--- src/rtl/booth8_cs_recoder.sv ---
module booth8_cs_recoder #(
  parameter int N = 12,
  parameter int K = 3
) (
  input  logic [N-1:0]           opnd_v,
  input  logic [N/K-1:0]         frag_cy,
  output logic [(N+4)/3-1:0]     dig_neg,
  output logic [5*((N+4)/3)-1:0] dig_mag
);
  localparam int F = N / K;
  localparam int P = (N + 4) / 3;
  localparam int W = 3 * P;

  function automatic logic [5:0] booth_enc(input logic [3:0] t);
    int d;
    int m;
    d = -4 * int'(t[3]) + 2 * int'(t[2]) + int'(t[1]) + int'(t[0]);
    m = (d < 0) ? -d : d;
    booth_enc = {(d < 0), 5'(5'b00001 << m)};
  endfunction

  logic [W-1:0] ve;
  logic [P-1:0] ctl;
  logic [P-2:0] hi;
  logic [P-2:0] allone;

  assign ve = {{(W-N){1'b0}}, opnd_v};

  for (genvar p = 0; p < P; p++) begin : g_cell
    logic [2:0] raw;
    logic [2:0] inc;
    logic       lsb;
    logic [5:0] enc0;
    logic [5:0] enc1;
    logic [5:0] pick;

    assign raw = ve[3*p +: 3];
    assign inc = raw + 3'd1;

    if (p == 0) begin : g_lsb0
      assign lsb = 1'b0;
    end else begin : g_lsbn
      assign lsb = hi[p-1];
    end

    if (((3*p) % K == 0) && ((3*p) / K < F)) begin : g_fragbase
      assign ctl[p] = frag_cy[(3*p)/K];
    end else begin : g_chain
      assign ctl[p] = ctl[p-1] & allone[p-1];
    end

    if (p < P-1) begin : g_fwd
      assign allone[p] = &raw;
      assign hi[p]     = ctl[p] ? inc[2] : raw[2];
    end

    assign enc0 = booth_enc({raw, lsb});
    assign enc1 = booth_enc({inc, lsb});
    assign pick = ctl[p] ? enc1 : enc0;

    assign dig_neg[p]       = pick[5];
    assign dig_mag[5*p +: 5] = pick[4:0];
  end
endmodule

--- config.mk ---
export PLATFORM = sky130hd
export DESIGN_NAME = booth8_cs_recoder
export DESIGN_NICKNAME = d
export VERILOG_FILES = /design/src/rtl/booth8_cs_recoder.sv
export SDC_FILE = /design/constraint.sdc
export NUM_CORES = 1
export LEC_CHECK = 0
export ABC_AREA = 1
export BUFFER_PORTS_ARGS = -buffer_cell sky130_fd_sc_hd__buf_4
export CORE_ASPECT_RATIO = 0.9
export CORE_MARGIN = 4
export CORE_UTILIZATION = 57
export DETAILED_ROUTE_END_ITERATION = 8
export PLACE_DENSITY = 0.82
export SLEW_MARGIN = 20
export SYNTH_ARGS = -nofsm -noshare
export SYNTH_HDL_FRONTEND = slang
export SYNTH_SLANG_ARGS = --single-unit
--- constraint.sdc ---
create_clock -name vclk -period 3
set_input_delay 0.15 -clock vclk [all_inputs]
set_output_delay 0.15 -clock vclk [all_outputs]
set_load 0.02 [all_outputs]
==> results of run 1 <==
## layout make-up
cell class	count	area, um2	area share [%]
Timing Repair Buffer	47	352.8	13.16
Multi-Input combinational cell	333	1993	74.34
Tap cell	46	57.56	2.147
Inverter	74	277.8	10.36
## cell usage in the layout (no fill, tap or decap), drive strengths merged, types with 5 or more instances in the layout
cell,n
nand2,108
inv,73
nor2,58
buf,47
ha,47
nand3,43
o21ai,29
a21oi,17
nor3,6
xnor2,5
nand4,5
## routing by layer
metal | wire length, um | part of all wire [%] | track usage [%] | up-vias
met4 | 31 | 0.57 | 2.036 | 0
met5 | 0 | 0 | 0 | -
met1 | 2549 | 47 | 30.88 | 1157
met2 | 2640 | 48 | 38.16 | 78
met3 | 244 | 4.5 | 0.2976 | 4
li1 | - | - | - | 1406
## power groups by stage
stage / sequential [mW] / clock (mW) / combinational (mW)
floorplan: 0 / 0 / 0.453
global placement: 0 / 0 / 0.579
detailed placement: 0 / 0 / 0.591
CTS: 0 / 0 / 0.594
global route: 0 / 0 / 0.712
finish: 0 / 0 / 0.622
## timing repair
item | in CTS | in global routing
setup buffers | 0 | 1
resized for setup | 0 | 15
endpoints found under the setup margin | 0 | 12
## critical path, stage by stage
cell and delay, ps:
buf_4 130, ha_1 200, xnor2_1 170, inv_1 80, nand2_1 100, o21ai_2 80, ha_1 200, ha_1 270
inv_1 60, ha_1 220, or2_1 250, o21ai_1 120, nand2_1 90, inv_2 70, nand2_2 50, nor2_2 70
nand3_1 80, nor2_1 100, buf_4 150
## worst max path at each step
stage	startpoint	to
after detailed placement	opnd_v[0]	dig_mag[5]
after global placement	opnd_v[0]	dig_mag[5]
after CTS	opnd_v[0]	dig_mag[5]
after global routing	opnd_v[6]	dig_mag[15]
after floorplan	opnd_v[0]	dig_mag[6]
final	opnd_v[0]	dig_mag[8]
## cell families after synthesis
| group | Yosys count | share of synthesized area (%) |
|---|---|---|
| compound gates | 52 | 12.48 |
| xor+xnor | 8 | 3.120 |
| other cells | 1 | 0.1670 |
| buf+inv | 80 | 14.04 |
| simple gates | 224 | 44.01 |
| fa+ha+maj | 47 | 26.18 |
==> summary.md, run 1 <==
| Metric | Value |
|---|---|
| Status | finished, final reports clean |
| Routability congestion estimate | 0.9171 |
| Crit path launch type | input port |
| Synth Cell Area | 0.002246 mm2 |
| WS Path Type | input port to primary output |
| Clock power share | 0% |
| Hold Vio Cnt, Final | 0 |
| Worst Hold End | dig_neg[0] |
| Hold-fix buffers, CTS | 0 |
| Yosys top cell by area | ha_1 |
| Hold Path Stages | 3 |
| Placed Area | 0.002615 mm2 |
| YS warnings | 0 |
| Initial antenna violation count | 0 |
| Total GRT Usage | 21.81% |
| Max-cap violations | 0 |
| 1st-iter DRT viols | 181 |
| Clock buffers | 0 |
| Std cell rows | 21 |
| Flip-flop and latch count | 0 |
| Mapped Avg Cell Area | 5.451 um2 |
| Post-DP HPWL | 4584 um |
| First-pass GRT wire length | 9211 um |
| Final WL | 5465 um |
| Top area cells in the synthesized netlist | ha_1, nand2_1, inv_1 |
| Placement Setup Slack | 147.9 ps |
| Worst hold margin | 655.3 ps |
| Final Power | 622.1 uW |
| Logic pwr share | 100.0% |
| Final setup margin | 224.6 ps |
| N_diodes | 0 |
| Register area share after synthesis | 0% |
| Num ports | 46 |
| Placed insts | 499 |
| Netlist cell types | 30 |
| Layout fillers | 358 |
| I/O Buffers | 44 |
| Via count | 2645 |
| Post-synthesis cell count | 412 |
| Sw frac | 61.69% |
| Hold WC Path Type | input port to primary output |
| Critical Path AT | 2630 ps |
| Synth top cells by count | nand2_1, inv_1, nor2_1, ha_1, nand3_1 |
| Max Fanout on Critical Path | 5 |
| Final nets | 519 |
| Final setup vio count | 0 |
| Area added between synthesis and finish | 19.39% |
| Min-delay src | frag_cy[0] |
| CP endpoint kind | primary output |
| Core Area | 0.003757 mm2 |
| FMAX | 0.3603 GHz |
| DRC | 0 |
| PwrDens | 232.0 mW/mm2 |
| Internal | 238.3 uW |
| GRT Residual Overflow | 0 |
| Most common cell in the synthesized netlist | nand2_1 |
| Layout Cells excl Fill | 500 |
| Pre-antenna DRT Iters | 5 |
| Fraction of layout cells with a size suffix above 1 | 19.82% |
| Crit path time final | 2775 ps |
| Vias per cell | 5.290 |
| Drt wl/cell | 10.93 um |
| Final Cycle Share | 92.51% |
| Final Util | 71.36% |
| Maximum number of pins on one net before global-route repair | 15 |
| Die width | 74.17 um |
| Synth top area share | 26.18% |
| Worst EP required | 2850 ps |
| Peak supply drop | 123.4 uV |
| DIE AREA | 0.005010 mm2 |
| Final instance area | 0.002681 mm2 |
| Leak | 1.497 nW |
| Seq pwr share | 0% |
| Sum Neg Setup Slack | 0 ps |
| Initial Util | 59.77% |
| Vias in the first global route | 2246 |
| Switch Pwr | 383.8 uW |
| Final ANT Viol Nets | 0 |
| Die span in y | 67.55 um |
| Fin. max-slew vios | 0 |
| Storage element area | 0 um2 |
Power figures use the tool's default switching activity.
==> run 2, diff against run 1 <==
--- a/config.mk
+++ b/config.mk
@@ -5,13 +5,14 @@
 export SDC_FILE = /design/constraint.sdc
 export NUM_CORES = 1
 export LEC_CHECK = 0
-export ABC_AREA = 1
 export BUFFER_PORTS_ARGS = -buffer_cell sky130_fd_sc_hd__buf_4
+export CELL_PAD_IN_SITES_DETAIL_PLACEMENT = 0
+export CELL_PAD_IN_SITES_GLOBAL_PLACEMENT = 1
 export CORE_ASPECT_RATIO = 0.9
 export CORE_MARGIN = 4
-export CORE_UTILIZATION = 57
+export CORE_UTILIZATION = 41
 export DETAILED_ROUTE_END_ITERATION = 8
-export PLACE_DENSITY = 0.82
+export PLACE_DENSITY_LB_ADDON = 0.1
 export SLEW_MARGIN = 20
 export SYNTH_ARGS = -nofsm -noshare
 export SYNTH_HDL_FRONTEND = slang
==> run 2 against run 1 <==
  * Design area down 14%
  * Die area up 15%
  * Count of clock-buffer cells in the layout unchanged
  * Non-clock buffer count unchanged
  * Sequential share of layout area unchanged
  * Critical path type unchanged
==> summary.md, run 2 <==
| Metric | Value |
|---|---|
| Final WL | 4162 um (was 5465 um) |
| Commonest non-fill, non-tap cells in the layout | buf_4, ha_1, inv_1 (was nand2_1, inv_1, nor2_1) |
| Die width | 79.53 um (was 74.17 um) |
| Routing usage on met2 | 24.93% (was 38.16%) |
| Mapped Avg Cell Area | 7.375 um2 (was 5.451 um2) |
| Peak supply drop | 111.1 uV (was 123.4 uV) |
| YS warnings | 0 (unchanged) |
| Seq pwr share | 0% (about the same) |
| Sw frac | 55.89% (was 61.69%) |
| N_diodes | 0 (unchanged) |
| Switch Pwr | 296.2 uW (was 383.8 uW) |
| Total GRT Usage | 13.93% (was 21.81%) |
| Post-DP HPWL | 3583 um (was 4584 um) |
| Post-CTS Setup Bufs | 0 (unchanged) |
| GR peak layer | met2 (unchanged) |
| Final Cycle Share | 92.99% (was 92.51%) |
| Worst EP required | 2850 ps (about the same) |
| Clock buffers | 0 (unchanged) |
| Fraction of layout cells with a size suffix above 1 | 20.34% (was 19.82%) |
| Vias in the first global route | 1664 (was 2246) |
| Clock power share | 0% (about the same) |
| PwrDens | 229.1 mW/mm2 (was 232.0 mW/mm2) |
| Hold Vio Cnt, Final | 0 (unchanged) |
| Std cell rows | 23 (was 21) |
| Post-synthesis cell count | 256 (was 412) |
| Synth top area share | 31.15% (was 26.18%) |
| Routability congestion estimate | 0.7765 (was 0.9171) |
| Most common cell after layout, fill and taps aside | buf_4 (was nand2_1) |
| Most common cell in the synthesized netlist | ha_1 (was nand2_1) |
| Worst hold margin | 685.7 ps (was 655.3 ps) |
| Hold Path Stages | 3 (unchanged) |
| Die span in y | 72.38 um (was 67.55 um) |
| CP endpoint kind | primary output (unchanged) |
| Internal | 233.8 uW (was 238.3 uW) |
| DRC | 0 (unchanged) |
| Leak | 1.085 nW (was 1.497 nW) |
| Post-cts resize count | 0 (unchanged) |
| Synth Cell Area | 0.001888 mm2 (was 0.002246 mm2) |
| Final setup vio count | 0 (unchanged) |
| Worst Hold End | dig_neg[0] (unchanged) |
| Fin. max-slew vios | 0 (unchanged) |
| 1st-iter DRT viols | 75 (was 181) |
| Unrepaired setup endpoints after global routing | false |
| Maximum number of pins on one net before global-route repair | 16 (was 15) |
| Layout fillers | 453 (was 358) |
| Crit path time final | 2790 ps (was 2775 ps) |
| Max-cap violations | 0 (unchanged) |
| GRT Residual Overflow | 0 (unchanged) |
| Initial Util | 42.33% (was 59.77%) |
| Vias per cell | 5.272 (was 5.290) |
| WS Path Type | input port to primary output (unchanged) |
| Logic pwr share | 100.0% (about the same) |
| Met3 GRT Util | 0.1241% (was 0.2976%) |
| Final ANT Viol Nets | 0 (unchanged) |
| Hold-fix buffers, CTS | 0 (unchanged) |
| Num ports | 46 (unchanged) |
| Critical Path AT | 2640 ps (was 2630 ps) |
| Flip-flop and latch count | 0 (unchanged) |
| First-pass GRT wire length | 7031 um (was 9211 um) |
| Sum Neg Setup Slack | 0 ps (unchanged) |
| Storage element area | 0 um2 (unchanged) |
| Hold WC Path Type | input port to primary output (unchanged) |
| Status | finished, final reports clean (unchanged) |
| Top area cells in the synthesized netlist | ha_1, mux2i_1, inv_1 (was ha_1, nand2_1, inv_1) |
| Synth top cells by count | ha_1, inv_1, nand2_1, nor2_1, nor3_1 (was nand2_1, inv_1, nor2_1, ha_1, nand3_1) |
| Core Area | 0.004461 mm2 (was 0.003757 mm2) |
| Area added between synthesis and finish | 22.53% (was 19.39%) |
| Initial antenna violation count | 0 (unchanged) |
| I/O Buffers | 44 (unchanged) |
| FMAX | 0.3585 GHz (was 0.3603 GHz) |
| Pre-antenna DRT Iters | 4 (was 5) |
| Min-delay src | opnd_v[2] (was frag_cy[0]) |
| Crit path launch type | input port (unchanged) |
| DIE AREA | 0.005756 mm2 (was 0.005010 mm2) |
| Final nets | 360 (was 519) |
| GRT met1 Usage | 19.93% (was 30.88%) |
| Drt wl/cell | 11.66 um (was 10.93 um) |
| Max Fanout on Critical Path | 6 (was 5) |
| Yosys top cell by area | ha_1 (unchanged) |
| Via count | 1882 (was 2645) |
| Register area share after synthesis | 0% (unchanged) |
| Netlist cell types | 52 (was 30) |
run 2: cell types whose count changed after synthesis, sizes merged, moves of 6 or more:
| cell | change |
|---|---|
| a21oi | -12 |
| inv | -49 |
| mux2i | +11 |
| nand2 | -86 |
| nand2b | +9 |
| nand3 | -35 |
| nor2 | -39 |
| nor2b | +7 |
| nor3 | +6 |
| o21ai | -21 |
run 2: kinds of logic after synthesis:
kind of cell	synth area share, %
other	0.1986
muxes	6.428
adders and majority gates	31.15
xor gates and xnor gates	6.031
and+or+nand+nor	31.55
buffers and inverters	7.753
AOI/OAI and AO/OA	16.90
run 2: how the worst max path moves through the flow:
| stage | start | endpoint | slack [ps] |
|---|---|---|---|
| final | opnd_v[0] | dig_mag[8] | 210 |
| after global routing | opnd_v[6] | dig_mag[19] | 40 |
| after CTS | opnd_v[0] | dig_mag[7] | 90 |
| after detailed placement | opnd_v[0] | dig_mag[7] | 100 |
| after global placement | opnd_v[0] | dig_mag[7] | 150 |
| after floorplan | frag_cy[2] | dig_mag[19] | 240 |
run 2: critical path, stage by stage:
cell      delay (ps)
buf_4            110
ha_2             200
nand2_1           90
xnor2_2          180
ha_2             240
nand3_1          110
ha_1             370
or4b_1           550
o211ai_2         100
o32ai_2          120
nand2b_1         170
nor2_1           100
buf_4            150
run 2: per-stage QoR:
stage | instances | cell area [um2] | utilization [%] | power (mW) | setup slack (ps)
4_1_cts | 357 | 2266 | 50.80 | 0.5236 | 92.63
3_3_place_gp | 357 | 2266 | 50.80 | 0.5193 | 146.4
6_report | 357 | 2313 | 51.87 | 0.5300 | 210.2
3_5_place_dp | 357 | 2266 | 50.80 | 0.5210 | 95.19
5_1_grt | 357 | 2313 | 51.87 | 0.5958 | 42.94
2_1_floorplan | 257 | 1892 | - | 0.3893 | 244.4
run 2: power groups by stage:
stage,registers [mW],clock network [mW],logic [mW]
after global placement,0,0,0.519
after detailed placement,0,0,0.521
after CTS,0,0,0.524
after floorplan,0,0,0.389
after global routing,0,0,0.596
final,0,0,0.530
run 2: layout make-up:
cell class | instances | area, um2 | share of cell area, %
inverter | 24 | 90.09 | 3.894
multi-input combinational | 224 | 1793 | 77.50
tap | 62 | 77.57 | 3.353
timing repair buffer | 47 | 352.8 | 15.25
run 2: layer usage:
metal  vias to the layer above  wire length (um)
li1                       1015                 -
met1                       824              2075
met2                        43              1887
met3                         0               200
met4                         0                 0
met5                         -                 0
==> run 3, diff against run 2 <==
--- a/config.mk
+++ b/config.mk
@@ -5,13 +5,15 @@
 export SDC_FILE = /design/constraint.sdc
 export NUM_CORES = 1
 export LEC_CHECK = 0
+export ABC_AREA = 1
 export BUFFER_PORTS_ARGS = -buffer_cell sky130_fd_sc_hd__buf_4
 export CELL_PAD_IN_SITES_DETAIL_PLACEMENT = 0
 export CELL_PAD_IN_SITES_GLOBAL_PLACEMENT = 1
 export CORE_ASPECT_RATIO = 0.9
 export CORE_MARGIN = 4
-export CORE_UTILIZATION = 41
+export CORE_UTILIZATION = 39
 export DETAILED_ROUTE_END_ITERATION = 8
+export GPL_TIMING_DRIVEN = 0
 export PLACE_DENSITY_LB_ADDON = 0.1
 export SLEW_MARGIN = 20
 export SYNTH_ARGS = -nofsm -noshare
==> run 3 against run 2 <==
  * Die area is 22% higher
  * Sequential share of layout area stayed put
  * Hold slack better by 12 ps
  * First-iteration DRC count is 12% higher
  * Highest routed layer unchanged
  * Wire length is 29% higher
  * Largest power group unchanged
==> summary.md, run 3 (synthesis gave the netlist of run 1 again) <==
| Metric | Value |
|---|---|
| Maximum number of pins on one net before global-route repair | 11 (was 16) |
| Final Util | 51.88% (was 51.87%) |
| Pre-antenna DRT Iters | 4 (unchanged) |
| Fin. max-slew vios | 0 (unchanged) |
| 1st-iter DRT viols | 84 (was 75) |
| FMAX | 0.3567 GHz (was 0.3585 GHz) |
| I/O Buffers | 42 (was 44) |
| Max-cap violations | 0 (unchanged) |
| Initial Util | 41.50% (was 42.33%) |
| Total GRT Usage | 15.13% (was 13.93%) |
| Layout fillers | 591 (was 453) |
| Vias in the first global route | 2244 (was 1664) |
| Hold Vio Cnt, Final | 0 (unchanged) |
| Initial antenna violation count | 0 (unchanged) |
| First-pass GRT wire length | 9232 um (was 7031 um) |
| Drt wl/cell | 10.17 um (was 11.66 um) |
| Std cell rows | 25 (was 23) |
| Final setup vio count | 0 (unchanged) |
| Vias per cell | 4.850 (was 5.272) |
| Placed insts | 522 (was 357) |
| Routability congestion estimate | 0.8408 (was 0.7765) |
| Storage element area | 0 um2 (unchanged) |
| CP endpoint kind | primary output (unchanged) |
| Leak | 1.525 nW (was 1.085 nW) |
| Area added between synthesis and finish | 25.01% (was 22.53%) |
| PwrDens | 228.7 mW/mm2 (was 229.1 mW/mm2) |
| Via count | 2551 (was 1882) |
| Crit path time final | 2804 ps (was 2790 ps) |
| Final ANT Viol Nets | 0 (unchanged) |
| Critical Path AT | 2650 ps (was 2640 ps) |
| Unrepaired setup endpoints after global routing | true (was false) |
| Final nets | 524 (was 360) |
| Hold WC Path Type | input port to primary output (unchanged) |
| DIE AREA | 0.007038 mm2 (was 0.005756 mm2) |
| Layout Cells excl Fill | 526 (was 357) |
| Status | finished, final reports clean (unchanged) |
| Worst EP required | 2850 ps (about the same) |
| Die width | 87.99 um (was 79.53 um) |
| Die span in y | 79.99 um (was 72.38 um) |
| Num ports | 46 (unchanged) |
| Most common cell after layout, fill and taps aside | nand2_1 (was buf_4) |
| DRC | 0 (unchanged) |
| Core Area | 0.005411 mm2 (was 0.004461 mm2) |
| Peak supply drop | 92.80 uV (was 111.1 uV) |
| Clock buffers | 0 (unchanged) |
| Critical Path Source | opnd_v[6] (was opnd_v[0]) |
| Post-DP HPWL | 4513 um (was 3583 um) |
| Crit path launch type | input port (unchanged) |
| Min-delay src | frag_cy[3] (was opnd_v[2]) |
| Final Cycle Share | 93.45% (was 92.99%) |
| Commonest non-fill, non-tap cells in the layout | nand2_1, inv_1, nor2_1 (was buf_4, ha_1, inv_1) |
| N_diodes | 0 (unchanged) |
| GRT Residual Overflow | 0 (unchanged) |
| Flip-flop and latch count | 0 (unchanged) |
| WS Path Type | input port to primary output (unchanged) |
| Max Fanout on Critical Path | 4 (was 6) |
| Final WL | 5350 um (was 4162 um) |
| Fraction of layout cells with a size suffix above 1 | 22.00% (was 20.34%) |
[run 3: path summary, 6_finish.rpt]
| path | to | slack, ps | depth (start not counted) |
|---|---|---|---|
| max | dig_mag[19] | 200 | 19 |
| min | dig_neg[3] | 700 | 4 |
[run 3: through the flow]
step / setup slack (ps) / power, mW / hold WS [ps] / cell area (um2) / setup TNS, ps
after floorplan: 395.6 / 0.4528 / 530.3 / 2250 / 0
after global placement: 36.08 / 0.5917 / 705.2 / 2649 / 0
after detailed placement: 21.58 / 0.5909 / 699.1 / 2649 / 0
after CTS: 20.61 / 0.5948 / 699.5 / 2649 / 0
after global routing: -47.40 / 0.7364 / 733.0 / 2808 / -148.6
final: 196.4 / 0.6422 / 698.0 / 2808 / 0
[run 3: metal layers]
layer  track usage [%]  routed length, um  share of wire (%)
met5                 0                  0                  0
met4            0.1534                  0                  0
met3            0.3096                164                3.1
met2             26.20               2403                 45
met1             21.94               2782                 52
[run 3: cell type report]
type                       count  area, um2  share of cell area (%)
multi-input combinational    333       2063                   73.48
timing repair buffer          46      345.3                   12.30
inverter                      74      277.8                   9.893
buffer                         6      37.54                   1.337
tap                           67      83.83                   2.986
[run 3: what timing repair did]
item                                    in CTS  in global routing
hold buffers                                 0                  0
setup buffers                                0                  4
endpoints found under the setup margin       0                 15
resized for setup                            0                 21
[run 3: critical path, cell delays in order]
cell and delay [ps]:
buf_4 120, ha_1 220, xor2_2 210, nand2_1 70, nand2_1 90, ha_2 210, nand3_1 160, ha_4 330
inv_1 70, nor2_1 90, nand3_1 110, nand3_1 120, nand2_1 70, nand2_1 70, nand3_2 80, nor2_4 120
nand4_1 120, nor2_1 110, buf_4 150
[run 3: power breakdown]
| part | internal [mW] | switching, mW | total, mW |
|---|---|---|---|
| clock network | 0 | 0 | 0 |
| logic | 0.257 | 0.386 | 0.642 |
| registers | 0 | 0 | 0 |
